==> src/rtl/swa_pkg.sv <==
package swa_pkg;

    // Per-stage command issued by the ring controller for one clock.
    typedef struct packed {
        logic alloc;   // stage receives a new window
        logic commit;  // stage retires its window
        logic squash;  // stage discards its window
    } slot_cmd_t;

    // Ring event classes, used for readable decode in the controller.
    typedef enum logic [1:0] {
        EV_IDLE     = 2'd0,
        EV_RETIRE   = 2'd1,
        EV_TRUNCATE = 2'd2,
        EV_BOTH     = 2'd3
    } ring_event_e;

    // Add two ring offsets, each below n, and wrap the sum into [0, n).
    function automatic int ring_step(input int a, input int b, input int n);
        int s;
        s = a + b;
        if (s >= n) s = s - n;
        return s;
    endfunction

    // Distance from base forward to idx around a ring of n entries.
    function automatic int ring_dist(input int base, input int idx, input int n);
        return ring_step(idx, n - base, n);
    endfunction

endpackage

==> src/rtl/swa_oldest_pick.sv <==
module swa_oldest_pick #(
    parameter int N_STAGES = 8,
    localparam int IDX_W = (N_STAGES > 1) ? $clog2(N_STAGES) : 1
) (
    input  logic [IDX_W-1:0]    head,
    input  logic [N_STAGES-1:0] req,
    output logic                any,
    output logic [IDX_W-1:0]    rel_pos
);
    import swa_pkg::*;

    logic [N_STAGES-1:0] rotated;

    // Rotate so that bit 0 is the head stage, bit k is k stages younger.
    always_comb begin
        for (int k = 0; k < N_STAGES; k++) begin
            rotated[k] = req[ring_step(int'(head), k, N_STAGES)];
        end
    end

    // Lowest rotated bit is the oldest requester.
    always_comb begin
        any     = |rotated;
        rel_pos = '0;
        for (int k = N_STAGES - 1; k >= 0; k--) begin
            if (rotated[k]) rel_pos = IDX_W'(k);
        end
    end

endmodule

==> src/rtl/swa_ring_ctrl.sv <==
module swa_ring_ctrl #(
    parameter int N_STAGES = 8,
    localparam int IDX_W = (N_STAGES > 1) ? $clog2(N_STAGES) : 1,
    localparam int CNT_W = $clog2(N_STAGES + 1)
) (
    input  logic                        clk,
    input  logic                        rst,
    input  logic                        alloc_valid,
    input  logic [N_STAGES-1:0]         stage_done,
    input  logic [N_STAGES-1:0]         stage_valid,
    input  logic                        mp_any,
    input  logic [IDX_W-1:0]            mp_pos,
    output logic [IDX_W-1:0]            head,
    output logic                        alloc_ready,
    output swa_pkg::slot_cmd_t [N_STAGES-1:0] cmd
);
    import swa_pkg::*;

    localparam logic [CNT_W-1:0] FULL_CNT = CNT_W'(N_STAGES);

    logic [IDX_W-1:0] head_q, head_d, tail;
    logic [CNT_W-1:0] count_q, count_d, kept;
    logic             commit_fire, alloc_fire;
    ring_event_e      ev;

    assign head = head_q;

    always_comb begin
        commit_fire = (count_q != '0) && stage_done[head_q];
        alloc_ready = (count_q < FULL_CNT) && !mp_any;
        alloc_fire  = alloc_valid && alloc_ready;
        tail        = IDX_W'(ring_step(int'(head_q), int'(count_q), N_STAGES));
        ev          = ring_event_e'({mp_any, commit_fire});
    end

    // Occupancy update: truncate first (keeps head..mispredictor), then
    // retire the head, then append at the tail.
    always_comb begin
        unique case (ev)
            EV_TRUNCATE, EV_BOTH: kept = CNT_W'(mp_pos) + CNT_W'(1);
            default:              kept = count_q;
        endcase
        count_d = kept;
        if (commit_fire) count_d = count_d - CNT_W'(1);
        if (alloc_fire)  count_d = count_d + CNT_W'(1);
        head_d = commit_fire
               ? IDX_W'(ring_step(int'(head_q), 1, N_STAGES))
               : head_q;
    end

    always_comb begin
        for (int i = 0; i < N_STAGES; i++) begin
            cmd[i].alloc  = alloc_fire && (tail == IDX_W'(i));
            cmd[i].commit = commit_fire && (head_q == IDX_W'(i));
            cmd[i].squash = mp_any && stage_valid[i]
                && (ring_dist(int'(head_q), i, N_STAGES) > int'(mp_pos));
        end
    end

    always_ff @(posedge clk) begin
        if (rst) begin
            head_q  <= '0;
            count_q <= '0;
        end else begin
            head_q  <= head_d;
            count_q <= count_d;
        end
    end

endmodule

==> src/rtl/swa_stage_slot.sv <==
module swa_stage_slot #(
    parameter int ID_W = 8
) (
    input  logic               clk,
    input  logic               rst,
    input  swa_pkg::slot_cmd_t cmd,
    input  logic [ID_W-1:0]    alloc_id,
    output logic               valid,
    output logic               squash,
    output logic               commit,
    output logic [ID_W-1:0]    win_id
);

    always_ff @(posedge clk) begin
        if (rst) begin
            valid  <= 1'b0;
            squash <= 1'b0;
            commit <= 1'b0;
            win_id <= '0;
        end else begin
            squash <= cmd.squash;
            commit <= cmd.commit;
            if (cmd.alloc) begin
                valid  <= 1'b1;
                win_id <= alloc_id;
            end else if (cmd.commit || cmd.squash) begin
                valid  <= 1'b0;
            end
        end
    end

endmodule

==> src/rtl/swa_window_ring.sv <==
module swa_window_ring #(
    parameter int N_STAGES = 8,
    parameter int ID_W     = 8,
    localparam int IDX_W   = (N_STAGES > 1) ? $clog2(N_STAGES) : 1
) (
    input  logic                     clk,
    input  logic                     rst,
    input  logic                     alloc_valid,
    input  logic [ID_W-1:0]          alloc_id,
    output logic                     alloc_ready,
    input  logic [N_STAGES-1:0]      stage_done,
    input  logic [N_STAGES-1:0]      stage_mispredict,
    output logic [N_STAGES-1:0]      stage_valid,
    output logic [N_STAGES-1:0]      stage_squash,
    output logic [N_STAGES-1:0]      stage_commit,
    output logic [N_STAGES*ID_W-1:0] stage_win_id
);
    import swa_pkg::*;

    logic [N_STAGES-1:0]         mp_live;
    logic                        mp_any;
    logic [IDX_W-1:0]            mp_pos;
    logic [IDX_W-1:0]            head;
    slot_cmd_t [N_STAGES-1:0]    cmd;

    // Mispredicts from empty stages are dropped here.
    assign mp_live = stage_mispredict & stage_valid;

    swa_oldest_pick #(.N_STAGES(N_STAGES)) u_pick (
        .head    (head),
        .req     (mp_live),
        .any     (mp_any),
        .rel_pos (mp_pos)
    );

    swa_ring_ctrl #(.N_STAGES(N_STAGES)) u_ctrl (
        .clk         (clk),
        .rst         (rst),
        .alloc_valid (alloc_valid),
        .stage_done  (stage_done),
        .stage_valid (stage_valid),
        .mp_any      (mp_any),
        .mp_pos      (mp_pos),
        .head        (head),
        .alloc_ready (alloc_ready),
        .cmd         (cmd)
    );

    for (genvar g = 0; g < N_STAGES; g++) begin : g_slot
        swa_stage_slot #(.ID_W(ID_W)) u_slot (
            .clk      (clk),
            .rst      (rst),
            .cmd      (cmd[g]),
            .alloc_id (alloc_id),
            .valid    (stage_valid[g]),
            .squash   (stage_squash[g]),
            .commit   (stage_commit[g]),
            .win_id   (stage_win_id[g*ID_W +: ID_W])
        );
    end

endmodule

==> config.mk <==
export PLATFORM = sky130hd
export DESIGN_NAME = swa_window_ring
export DESIGN_NICKNAME = d
export VERILOG_FILES = /design/src/rtl/swa_pkg.sv /design/src/rtl/swa_oldest_pick.sv /design/src/rtl/swa_ring_ctrl.sv /design/src/rtl/swa_stage_slot.sv /design/src/rtl/swa_window_ring.sv
export SDC_FILE = /design/constraint.sdc
export NUM_CORES = 1
export LEC_CHECK = 0
export ABC_AREA = 0
export BUFFER_PORTS_ARGS = -buffer_cell sky130_fd_sc_hd__buf_2
export CAP_MARGIN = 20
export CORE_ASPECT_RATIO = 0.9
export CORE_MARGIN = 5
export CORE_UTILIZATION = 49
export DETAILED_ROUTE_END_ITERATION = 7
export GPL_ROUTABILITY_DRIVEN = 0
export PLACE_DENSITY = 0.81
export SETUP_SLACK_MARGIN = 0.4
export SYNTH_ARGS = -nofsm -noshare
export SYNTH_HDL_FRONTEND = slang
export SYNTH_SLANG_ARGS = --single-unit
==> constraint.sdc <==
create_clock -name clk -period 4 [get_ports clk]
set_input_delay 0.4 -clock clk [delete_from_list [all_inputs] [get_ports clk]]
set_output_delay 0.4 -clock clk [all_outputs]
set_load 0.1 [all_outputs]
==> results of run 1 <==
-- area by class of cell --
type | instances | area [µm²] | share of cell area
multi-input cells | 393 | 3054 | 0.4740
flip-flops and latches | 95 | 1909 | 0.2963
repair buffers | 157 | 903.4 | 0.1402
well taps | 129 | 161.4 | 0.02505
clock inverters | 3 | 68.82 | 0.01068
clock buffers | 10 | 239.0 | 0.03709
inverters | 22 | 107.6 | 0.01670
-- power by group through the flow --
stage / Combinational (mW) / Clock [mW] / Sequential [mW]
2_1_floorplan: 2.10 / 0 / 1.74
3_3_place_gp: 3.11 / 0 / 1.21
3_5_place_dp: 3.23 / 0 / 1.22
4_1_cts: 3.41 / 0.908 / 1.17
5_1_grt: 3.99 / 0.946 / 1.20
6_report: 3.73 / 0.892 / 1.19
-- per-layer routing --
metal,up-vias,track usage
met5,-,0
met4,0,0.08106
met3,52,0.04782
met2,233,0.3611
met1,2218,0.2872
li1,2155,-
-- synthesized netlist by cell type, types with 2 or more instances --
cell / n
dfxtp_1: 95
nor2_1: 87
mux2i_1: 59
ha_1: 39
nand2_1: 33
buf_4: 30
a21oi_1: 26
nand3_1: 23
clkbuf_1: 21
inv_1: 20
mux4_2: 12
o21ai_0: 12
nor2b_1: 10
xnor2_1: 8
a31oi_1: 7
and2_1: 7
nand3b_1: 6
o21a_1: 6
xor2_1: 6
nand4_1: 4
o211ai_1: 4
a21o_1: 3
and3_1: 3
nor3_1: 3
and3b_1: 2
clkinv_1: 2
nand2_2: 2
nand2b_1: 2
nor3b_1: 2
nor4_1: 2
o2111ai_1: 2
o21bai_1: 2
o22ai_1: 2
o31ai_1: 2
or2_2: 2
-- worst paths after layout --
kind | startpoint | to | cells after the start
max | u_ctrl.head[2]$_SDFFE_PP0P_ | g_slot[4].u_slot.valid$_SDFFE_PP0P_ | 14
min | alloc_valid | u_ctrl.count_q[1]$_SDFF_PP0_ | 3
max reg2reg | u_ctrl.head[2]$_SDFFE_PP0P_ | g_slot[4].u_slot.valid$_SDFFE_PP0P_ | 14
min reg2reg | g_slot[5].u_slot.win_id[5]$_SDFFE_PP0P_ | g_slot[5].u_slot.win_id[5]$_SDFFE_PP0P_ | 2
-- registers in the layout, indices dropped and copies added, names as in the netlist --
register	flops
g_slot.u_slot.valid	8
g_slot.u_slot.win_id	64
g_slot.u_slot.squash	8
g_slot.u_slot.commit	8
u_ctrl.count_q	4
u_ctrl.head	3
-- cell families after synthesis --
family	Yosys count	synth area share
DFF	95	0.3647
and+or+nand+nor	195	0.1821
muxes	71	0.1651
adders and majority gates	40	0.09741
AOI/OAI and AO/OA	73	0.08925
xor gates and xnor gates	14	0.02351
buffers and inverters	76	0.07798
-- worst reg2reg max path, delay by kind of cell, from the launching register on --
family / cells / cell delay [ns]
AOI/OAI and AO/OA: 3 / 0.54
adders and majority gates: 2 / 0.65
buffers and inverters: 3 / 0.36
DFF: 1 / 0.39
muxes: 1 / 0.56
and+or+nand+nor: 5 / 1.08
-- through the flow --
| stage | total power, mW | hold slack, ns | std cells |
|---|---|---|---|
| final | 5.814 | 0.3607 | 809 |
| after global routing | 6.131 | 0.3733 | 809 |
| after CTS | 5.494 | 0.3466 | 791 |
| after detailed placement | 4.449 | 0.4519 | 769 |
| after global placement | 4.321 | 0.4410 | 769 |
| after floorplan | 3.839 | 0.4746 | 564 |
-- repair_timing --
action,in CTS,in global routing
setup buffers,9,18
endpoints found under the setup margin,36,22
pin swaps,4,15
resized for setup,14,19
==> metrics.yaml, run 1 <==
drt:
  highest_layer: "met4"
  num_vias: 4658
  drtAntennaViolNets: 0
  dr_wl_met3_um: 1197
  route.met2.wl_um: 7247
  drt-met1-wl_um: 6206
  drtPass1Iterations: 6
  routedWlPerCell_um: 18.78
  postRouteWirelength_um: 15190
  avgViaCountPerCell: 5.758
  drtIter0Drc: 416
  drcViolationCount: 0
setup_path:
  end_kind: "register"
  cpLargestDelayFamily: "simple AND/OR/NAND/NOR gates"
  crit_required_ns: 4.19
  arrival_ns: 3.90
  cp_slowest_cell: "mux4_2"
  critPathMaxFanout: 10
  crit_top_cell: "inv_1"
  r2r_slack_ns: 0.30
  path_cells: "clkinv_4 > ha_4 > inv_1 > mux4_2 > nor4b_4 > or2b_4 > ha_1 > inv_1 > o21ai_0 > a32o_1 > nand2_1 > nand3_1 > a31oi_1 > nor2_1"
  worstSetupPathType: "reg2reg"
  path_buf_inv: 3
  startpoint_type: "register"
  cpPeakStageDelay_ns: 0.56
global_route:
  gr-total-overflow: 0
  grt_pass1_vias: 4478
  gr-usage-all-layers: 0.2205
  grt_max_degree: 50
  grt_pass1_wl_um: 22800
  antenna_found_initial: 0
placed_design:
  postPlaceCellArea_mm2: 0.005783
  portBuffers: 115
  post-place-ws_ns: 0.03556
  place_hpwl_um: 10540
timing:
  period_minus_slack_ns: 3.703
  maxSlewHeadroom: 0.3991
  worst_slew_pin_slew_ns: 0.8995
  finalHoldViolCount: 0
  setup_violations: 0
  rsz0062_at_grt: "yes"
  max_freq_mhz: 270.0
  drv_slew: 0
  final.setup.tns_ns: 0
  fin_skew_ns: 0.008560
  fin_crit_sh: 0.9259
  worst_slack_ns: 0.2966
clocking:
  cts_max_level: 3
  cts_sinks: 95
  cts-hold-fix-buffers: 0
  clk_pin_slew_ns: 0.06
  cts_buffer_depth: 2
  clockRootBuffer: "clkbuf_16"
  cts_made_buffers: 9
  clk_latency_ns: 0.34
  tritoncts: "yes"
layout:
  most-common-layout-cells: "buf_2 (114), dfxtp_1 (93), nor2_1 (84)"
  final_core_util: 0.6235
  num_antenna_cells: 0
  design_area_mm2: 0.006444
  nFillCells: 813
  final_common_cell: "buf_2"
  drive_gt1_frac: 0.3250
  fin_nets: 745
  syn2layout_area_growth_pct: 23.56
pwr:
  intPower_mw: 2.921
  p_per_area_mw_per_mm2: 902.3
  p_seq_frac: 0.204
  ir_drop_mv: 0.6085
  leakagePower_nw: 3.030
  switchingPower_mw: 2.894
  p_clk_frac: 0.153
  pwr-share-comb: 0.642
  p_sw_frac: 0.4977
floorplanning:
  fp.dieW_um: 118.7
  io_pins: 116
  initial_core_util: 0.5046
  core_area_mm2: 0.01033
  core.rowCount: 35
  dieHeight_um: 107.9
  die_area_mm2: 0.01281
synth:
  async_flop_share: 0
  syn_inst: 564
  synth_cell_types: 53
  synthFlopType: "dfxtp_1"
  synth_top_area_cell: "dfxtp_1"
  synthesis.area_mm2: 0.005215
  ys_warn_count: 0
  synth_top_area_frac: 0.3647
  synth_area_per_cell_um2: 9.246
  synth.net_count: 631
  ys_seq_area_frac: 0.3647
  synth_edf_count: 0
  ys_ff_latch: 95
  ys_top_cells_by_area: "dfxtp_1 (36%), mux2i_1 (11%), ha_1 (9.4%)"
worst_hold_path:
  hp-class: "in2reg"
status:
  status: "finished, final reports clean"
job:
  maxCapViolCount: 0
Note: power is estimated with default switching activity, not from simulation.
==> run 2, diff against run 1 <==
BUFFER_PORTS_ARGS = default   (was -buffer_cell sky130_fd_sc_hd__buf_2)
CORE_UTILIZATION = 58   (was 49)
CTS_CLUSTER_SIZE = 12   (was default)
DONT_BUFFER_PORTS = 1   (was default)
==> metrics.yaml, run 2 (synthesis results as in run 1) <==
floorplanning:
  core.rowCount: 32
  fp.dieW_um: 110.0
  core_area_mm2: 0.008688
  initial_core_util: 0.6002
  dieHeight_um: 99.96
  io_pins: 116
  die_area_mm2: 0.01099
clocking:
  cts-hold-fix-buffers: 0
  clk_pin_slew_ns: 0.10
  cts_max_level: 3
  cts_buffer_depth: 2
  clockRootBuffer: "clkbuf_8"
  tritoncts: "yes"
  cts_made_buffers: 9
  clk_latency_ns: 0.35
  cts_sinks: 95
pwr:
  p_per_area_mw_per_mm2: 951.2
  power_mw: 5.390
  switchingPower_mw: 2.835
  p_seq_frac: 0.336
  p_clk_frac: 0.109
  intPower_mw: 2.555
  p_sw_frac: 0.5260
  pwr-share-comb: 0.555
  leakagePower_nw: 2.345
  ir_drop_mv: 0.6217
setup_path:
  r2r_slack_ns: 0.45
  end_kind: "register"
  r2r_cells: 16
  crit_required_ns: 4.25
  startpoint_type: "register"
  rr_startpoint: "u_ctrl.head[0]$_SDFFE_PP0P_"
  reg2reg_to: "g_slot[4].u_slot.valid$_SDFFE_PP0P_"
  critPathMaxFanout: 11
  arrival_ns: 3.80
  worstSetupPathType: "reg2reg"
layout:
  drive_gt1_frac: 0.1865
  num_antenna_cells: 0
  final_common_cell: "dfxtp_1"
  design_area_mm2: 0.005667
  most-common-layout-cells: "dfxtp_1 (92), nor2_1 (84), mux2i_1 (57)"
  largest_reg_flops: 64
  syn2layout_area_growth_pct: 8.661
  regArea_mm2: 0.001911
  regMostFlops: "g_slot.u_slot.win_id"
  nFillCells: 707
  multi_input_area_mm2: 0.003044
  fin_nets: 625
global_route:
  gr-usage-all-layers: 0.2420
  grt_pass1_wl_um: 21070
  grt_max_degree: 92
  gr-total-overflow: 0
  grt_pass1_vias: 4179
  antenna_found_initial: 0
timing:
  worst_slew_pin_slew_ns: 1.014
  setup_violations: 0
  max_freq_mhz: 281.8
  fin_skew_ns: 0.01895
  period_minus_slack_ns: 3.548
  finalHoldViolCount: 0
  final.setup.tns_ns: 0
  maxSlewHeadroom: 0.3230
  fin_crit_sh: 0.8870
  rsz0062_at_grt: "yes"
  drv_slew: 0
  holdWs_ns: 0.1071
drt:
  num_vias: 4157
  drtIter0Drc: 325
  drcViolationCount: 0
  postRouteWirelength_um: 13700
  drtPass1Iterations: 5
  drtAntennaViolNets: 0
  routedWlPerCell_um: 20.09
  avgViaCountPerCell: 6.095
worst_hold_path:
  hp-class: "in2reg"
  min_to: "g_slot[2].u_slot.win_id[5]$_SDFFE_PP0P_"
  worstHoldPathCells: 1
  hp-start: "rst"
placed_design:
  portBuffers: 0
  postPlaceCellArea_mm2: 0.005235
  place_hpwl_um: 10160
status:
  status: "finished, final reports clean"
job:
  maxCapViolCount: 0
## run 2: layout make-up
type / instances / share of cell area
timing repair buffer: 37 / 0.05034
clock buffer: 10 / 0.02252
multi-input combinational: 393 / 0.5372
inverter: 22 / 0.01766
tap: 119 / 0.02628
sequential: 95 / 0.3372
clock inverter: 6 / 0.008832
## run 2: worst max path at each step
stage                                      startpoint                                  end  slack, ns  cells after the start
after floorplan           u_ctrl.head[0]$_SDFFE_PP0P_         u_ctrl.count_q[2]$_SDFF_PP0_       0.41                     17
after global placement    u_ctrl.head[2]$_SDFFE_PP0P_  g_slot[2].u_slot.valid$_SDFFE_PP0P_       0.24                     14
after detailed placement  u_ctrl.head[2]$_SDFFE_PP0P_  g_slot[4].u_slot.valid$_SDFFE_PP0P_       0.07                     14
after CTS                 u_ctrl.head[2]$_SDFFE_PP0P_         u_ctrl.count_q[2]$_SDFF_PP0_       0.41                     14
after global routing      u_ctrl.head[0]$_SDFFE_PP0P_  g_slot[2].u_slot.valid$_SDFFE_PP0P_       0.30                     17
final                     u_ctrl.head[0]$_SDFFE_PP0P_  g_slot[4].u_slot.valid$_SDFFE_PP0P_       0.45                     16
## run 2: worst max-delay path, stage by stage, from the launching register on
cell	delay, ns
dfxtp_4	0.44
inv_8	0.07
ha_4	0.19
ha_4	0.25
inv_6	0.08
mux4_2	0.54
nor4_4	0.44
buf_4	0.18
or2b_4	0.19
ha_1	0.28
inv_1	0.08
o21ai_0	0.08
a32o_1	0.21
nand2_1	0.06
nand3_1	0.09
a31oi_1	0.20
nor2_1	0.05
## run 2: through the flow
| stage | worst slack, ns | utilization | instances |
|---|---|---|---|
| after floorplan | 0.4116 | - | 564 |
| after CTS | 0.4059 | 0.6313 | 672 |
| final | 0.4520 | 0.6522 | 682 |
| after global routing | 0.3013 | 0.6522 | 682 |
| after global placement | 0.2429 | 0.6025 | 651 |
| after detailed placement | 0.06876 | 0.6025 | 651 |
## run 2: metal layers
metal,vias to the layer above,track usage,share of wire
met3,33,0.07331,0.10
met5,-,0,0
met1,1995,0.3087,0.39
met4,0,0.08917,0.028
li1,1906,-,-
met2,223,0.3853,0.47
## run 2: timing repair
| item | 4_1_cts | 5_1_grt |
|---|---|---|
| pin swaps | 2 | 11 |
| setup endpoints to repair | 38 | 66 |
| endpoints found under the hold margin | 0 | 0 |
| buffers inserted | 5 | 10 |
| resized for setup | 9 | 24 |
## run 2: power groups by stage
stage               clock [mW]  combinational, mW  sequential [mW]
finish                   0.587               2.99             1.81
global route             0.652               3.24             1.82
CTS                      0.598               2.69             1.80
detailed placement           0               2.56             1.83
global placement             0               2.44             1.83
floorplan                    0               2.10             1.74
==> run 3, diff against run 2 <==
MAX_ROUTING_LAYER = met4   (was default)
==> metrics.yaml, run 3 (synthesis results as in run 1) <==
layout:
  multi_input_area_mm2: 0.003044
  final_cells: 682
  regArea_mm2: 0.001911
  nFillCells: 707
  fin_nets: 625
  largest_reg_flops: 64
  num_antenna_cells: 0
  regMostFlops: "g_slot.u_slot.win_id"
  syn2layout_area_growth_pct: 8.661
  most-common-layout-cells: "dfxtp_1 (92), nor2_1 (84), mux2i_1 (57)"
  final_common_cell: "dfxtp_1"
  drive_gt1_frac: 0.1865
clocking:
  tritoncts: "yes"
  clk_latency_ns: 0.35
  cts_made_buffers: 9
  clockRootBuffer: "clkbuf_8"
  cts_buffer_depth: 2
  cts_sinks: 95
  cts_max_level: 3
  cts-hold-fix-buffers: 0
  clk_pin_slew_ns: 0.10
timing:
  fin_skew_ns: 0.01835
  period_minus_slack_ns: 3.553
  worst_slew_pin_slew_ns: 1.008
  fin_crit_sh: 0.8883
  drv_slew: 0
  setup_violations: 0
  finalHoldViolCount: 0
  rsz0062_at_grt: "yes"
  final.setup.tns_ns: 0
  max_freq_mhz: 281.4
  maxSlewHeadroom: 0.3274
setup_path:
  r2r_slack_ns: 0.45
  crit_required_ns: 4.25
  end_kind: "register"
  startpoint_type: "register"
  rr_startpoint: "u_ctrl.head[0]$_SDFFE_PP0P_"
  critPathMaxFanout: 11
  worstSetupPathType: "reg2reg"
  cp_slowest_cell: "mux4_2"
  crit_top_cell: "ha_4"
  path_buf_inv: 4
  r2r_cells: 16
  cpPeakStageDelay_ns: 0.54
  cpLargestDelayFamily: "simple AND/OR/NAND/NOR gates"
  reg2reg_to: "g_slot[4].u_slot.valid$_SDFFE_PP0P_"
  path_cells: "inv_8 > ha_4 > ha_4 > inv_6 > mux4_2 > nor4_4 > buf_4 > or2b_4 > ha_1 > inv_1 > o21ai_0 > a32o_1 > nand2_1 > nand3_1 > a31oi_1 > nor2_1"
  arrival_ns: 3.80
pwr:
  p_per_area_mw_per_mm2: 952.5
  leakagePower_nw: 2.345
  ir_drop_mv: 0.6216
status:
  status: "finished, final reports clean"
floorplanning:
  initial_core_util: 0.6002
  core_area_mm2: 0.008688
  die_area_mm2: 0.01099
  fp.dieW_um: 110.0
  core.rowCount: 32
  io_pins: 116
  dieHeight_um: 99.96
global_route:
  gr-usage-all-layers: 0.2502
  antenna_found_initial: 0
  grt_pass1_vias: 4167
  grt_pass1_wl_um: 21090
  grt_max_degree: 92
  gr-total-overflow: 0
worst_hold_path:
  hp-start: "rst"
  worstHoldPathCells: 1
  hp-class: "in2reg"
  min_to: "g_slot[2].u_slot.win_id[5]$_SDFFE_PP0P_"
placed_design:
  place_hpwl_um: 10160
  dp_cells: 651
  portBuffers: 0
drt:
  routedWlPerCell_um: 20.09
  drtPass1Iterations: 5
  drtIter0Drc: 375
  num_vias: 4120
  drcViolationCount: 0
  avgViaCountPerCell: 6.041
  postRouteWirelength_um: 13700
  drtAntennaViolNets: 0
job:
  maxCapViolCount: 0
[run 3: cell counts in the layout (fill, tap and decap cells not counted)]
Identical to the previous run, type by type.
[run 3: worst register-to-register path: cells and delay by family (launching register included)]
| family | cells | cell delay, ns |
|---|---|---|
| fa+ha+maj | 3 | 0.72 |
| compound gates | 3 | 0.50 |
| simple gates | 5 | 0.82 |
| flops | 1 | 0.44 |
| mux | 1 | 0.54 |
| buf+inv | 4 | 0.42 |
[run 3: cell type report]
cell class	instances	share of cell area
Timing Repair Buffer	37	0.05034
Sequential cell	95	0.3372
Clock buffer	10	0.02252
Tap cell	119	0.02628
Multi-Input combinational cell	393	0.5372
Inverter	22	0.01766
Clock inverter	6	0.008832
[run 3: repair_timing]
| action | in CTS | in global routing |
|---|---|---|
| endpoints found under the setup margin | 38 | 66 |
| setup buffers | 5 | 10 |
| cloned | 0 | 0 |
| gates resized for setup | 9 | 24 |
| pin swaps | 2 | 11 |
[run 3: power by group]
| group | switching [mW] | internal, mW | total (mW) |
|---|---|---|---|
| combinational | 1.75 | 1.25 | 3.00 |
| clock | 0.350 | 0.237 | 0.587 |
| sequential | 0.739 | 1.07 | 1.81 |
[run 3: per-stage QoR]
step	hold WS, ns	cell area (µm²)	setup slack [ns]	utilization	total power [mW]
3_3_place_gp	0.4754	5235	0.2429	0.6025	4.268
3_5_place_dp	0.4786	5235	0.06876	0.6025	4.395
4_1_cts	0.1003	5485	0.4059	0.6313	5.083
6_report	0.1022	5667	0.4466	0.6522	5.397
5_1_grt	0.08381	5667	0.3015	0.6522	5.721
2_1_floorplan	0.4746	5239	0.4116	-	3.839
[run 3: worst max-delay path by stage]
stage / start / to / depth (start not counted) / slack, ns
floorplan: u_ctrl.head[0]$_SDFFE_PP0P_ / u_ctrl.count_q[2]$_SDFF_PP0_ / 17 / 0.41
global placement: u_ctrl.head[2]$_SDFFE_PP0P_ / g_slot[2].u_slot.valid$_SDFFE_PP0P_ / 14 / 0.24
detailed placement: u_ctrl.head[2]$_SDFFE_PP0P_ / g_slot[4].u_slot.valid$_SDFFE_PP0P_ / 14 / 0.07
CTS: u_ctrl.head[2]$_SDFFE_PP0P_ / u_ctrl.count_q[2]$_SDFF_PP0_ / 14 / 0.41
global route: u_ctrl.head[0]$_SDFFE_PP0P_ / g_slot[2].u_slot.valid$_SDFFE_PP0P_ / 17 / 0.30
finish: u_ctrl.head[0]$_SDFFE_PP0P_ / g_slot[4].u_slot.valid$_SDFFE_PP0P_ / 16 / 0.45
[run 3: per-layer routing]
metal / wire length, µm / share of wire / GRT usage / vias up
li1: - / - / - / 1907
met1: 5464 / 0.40 / 0.3128 / 1955
met2: 6472 / 0.47 / 0.3862 / 222
met3: 1359 / 0.099 / 0.07267 / 36
met4: 406 / 0.030 / 0.08629 / 0
met5: 0 / 0 / - / -
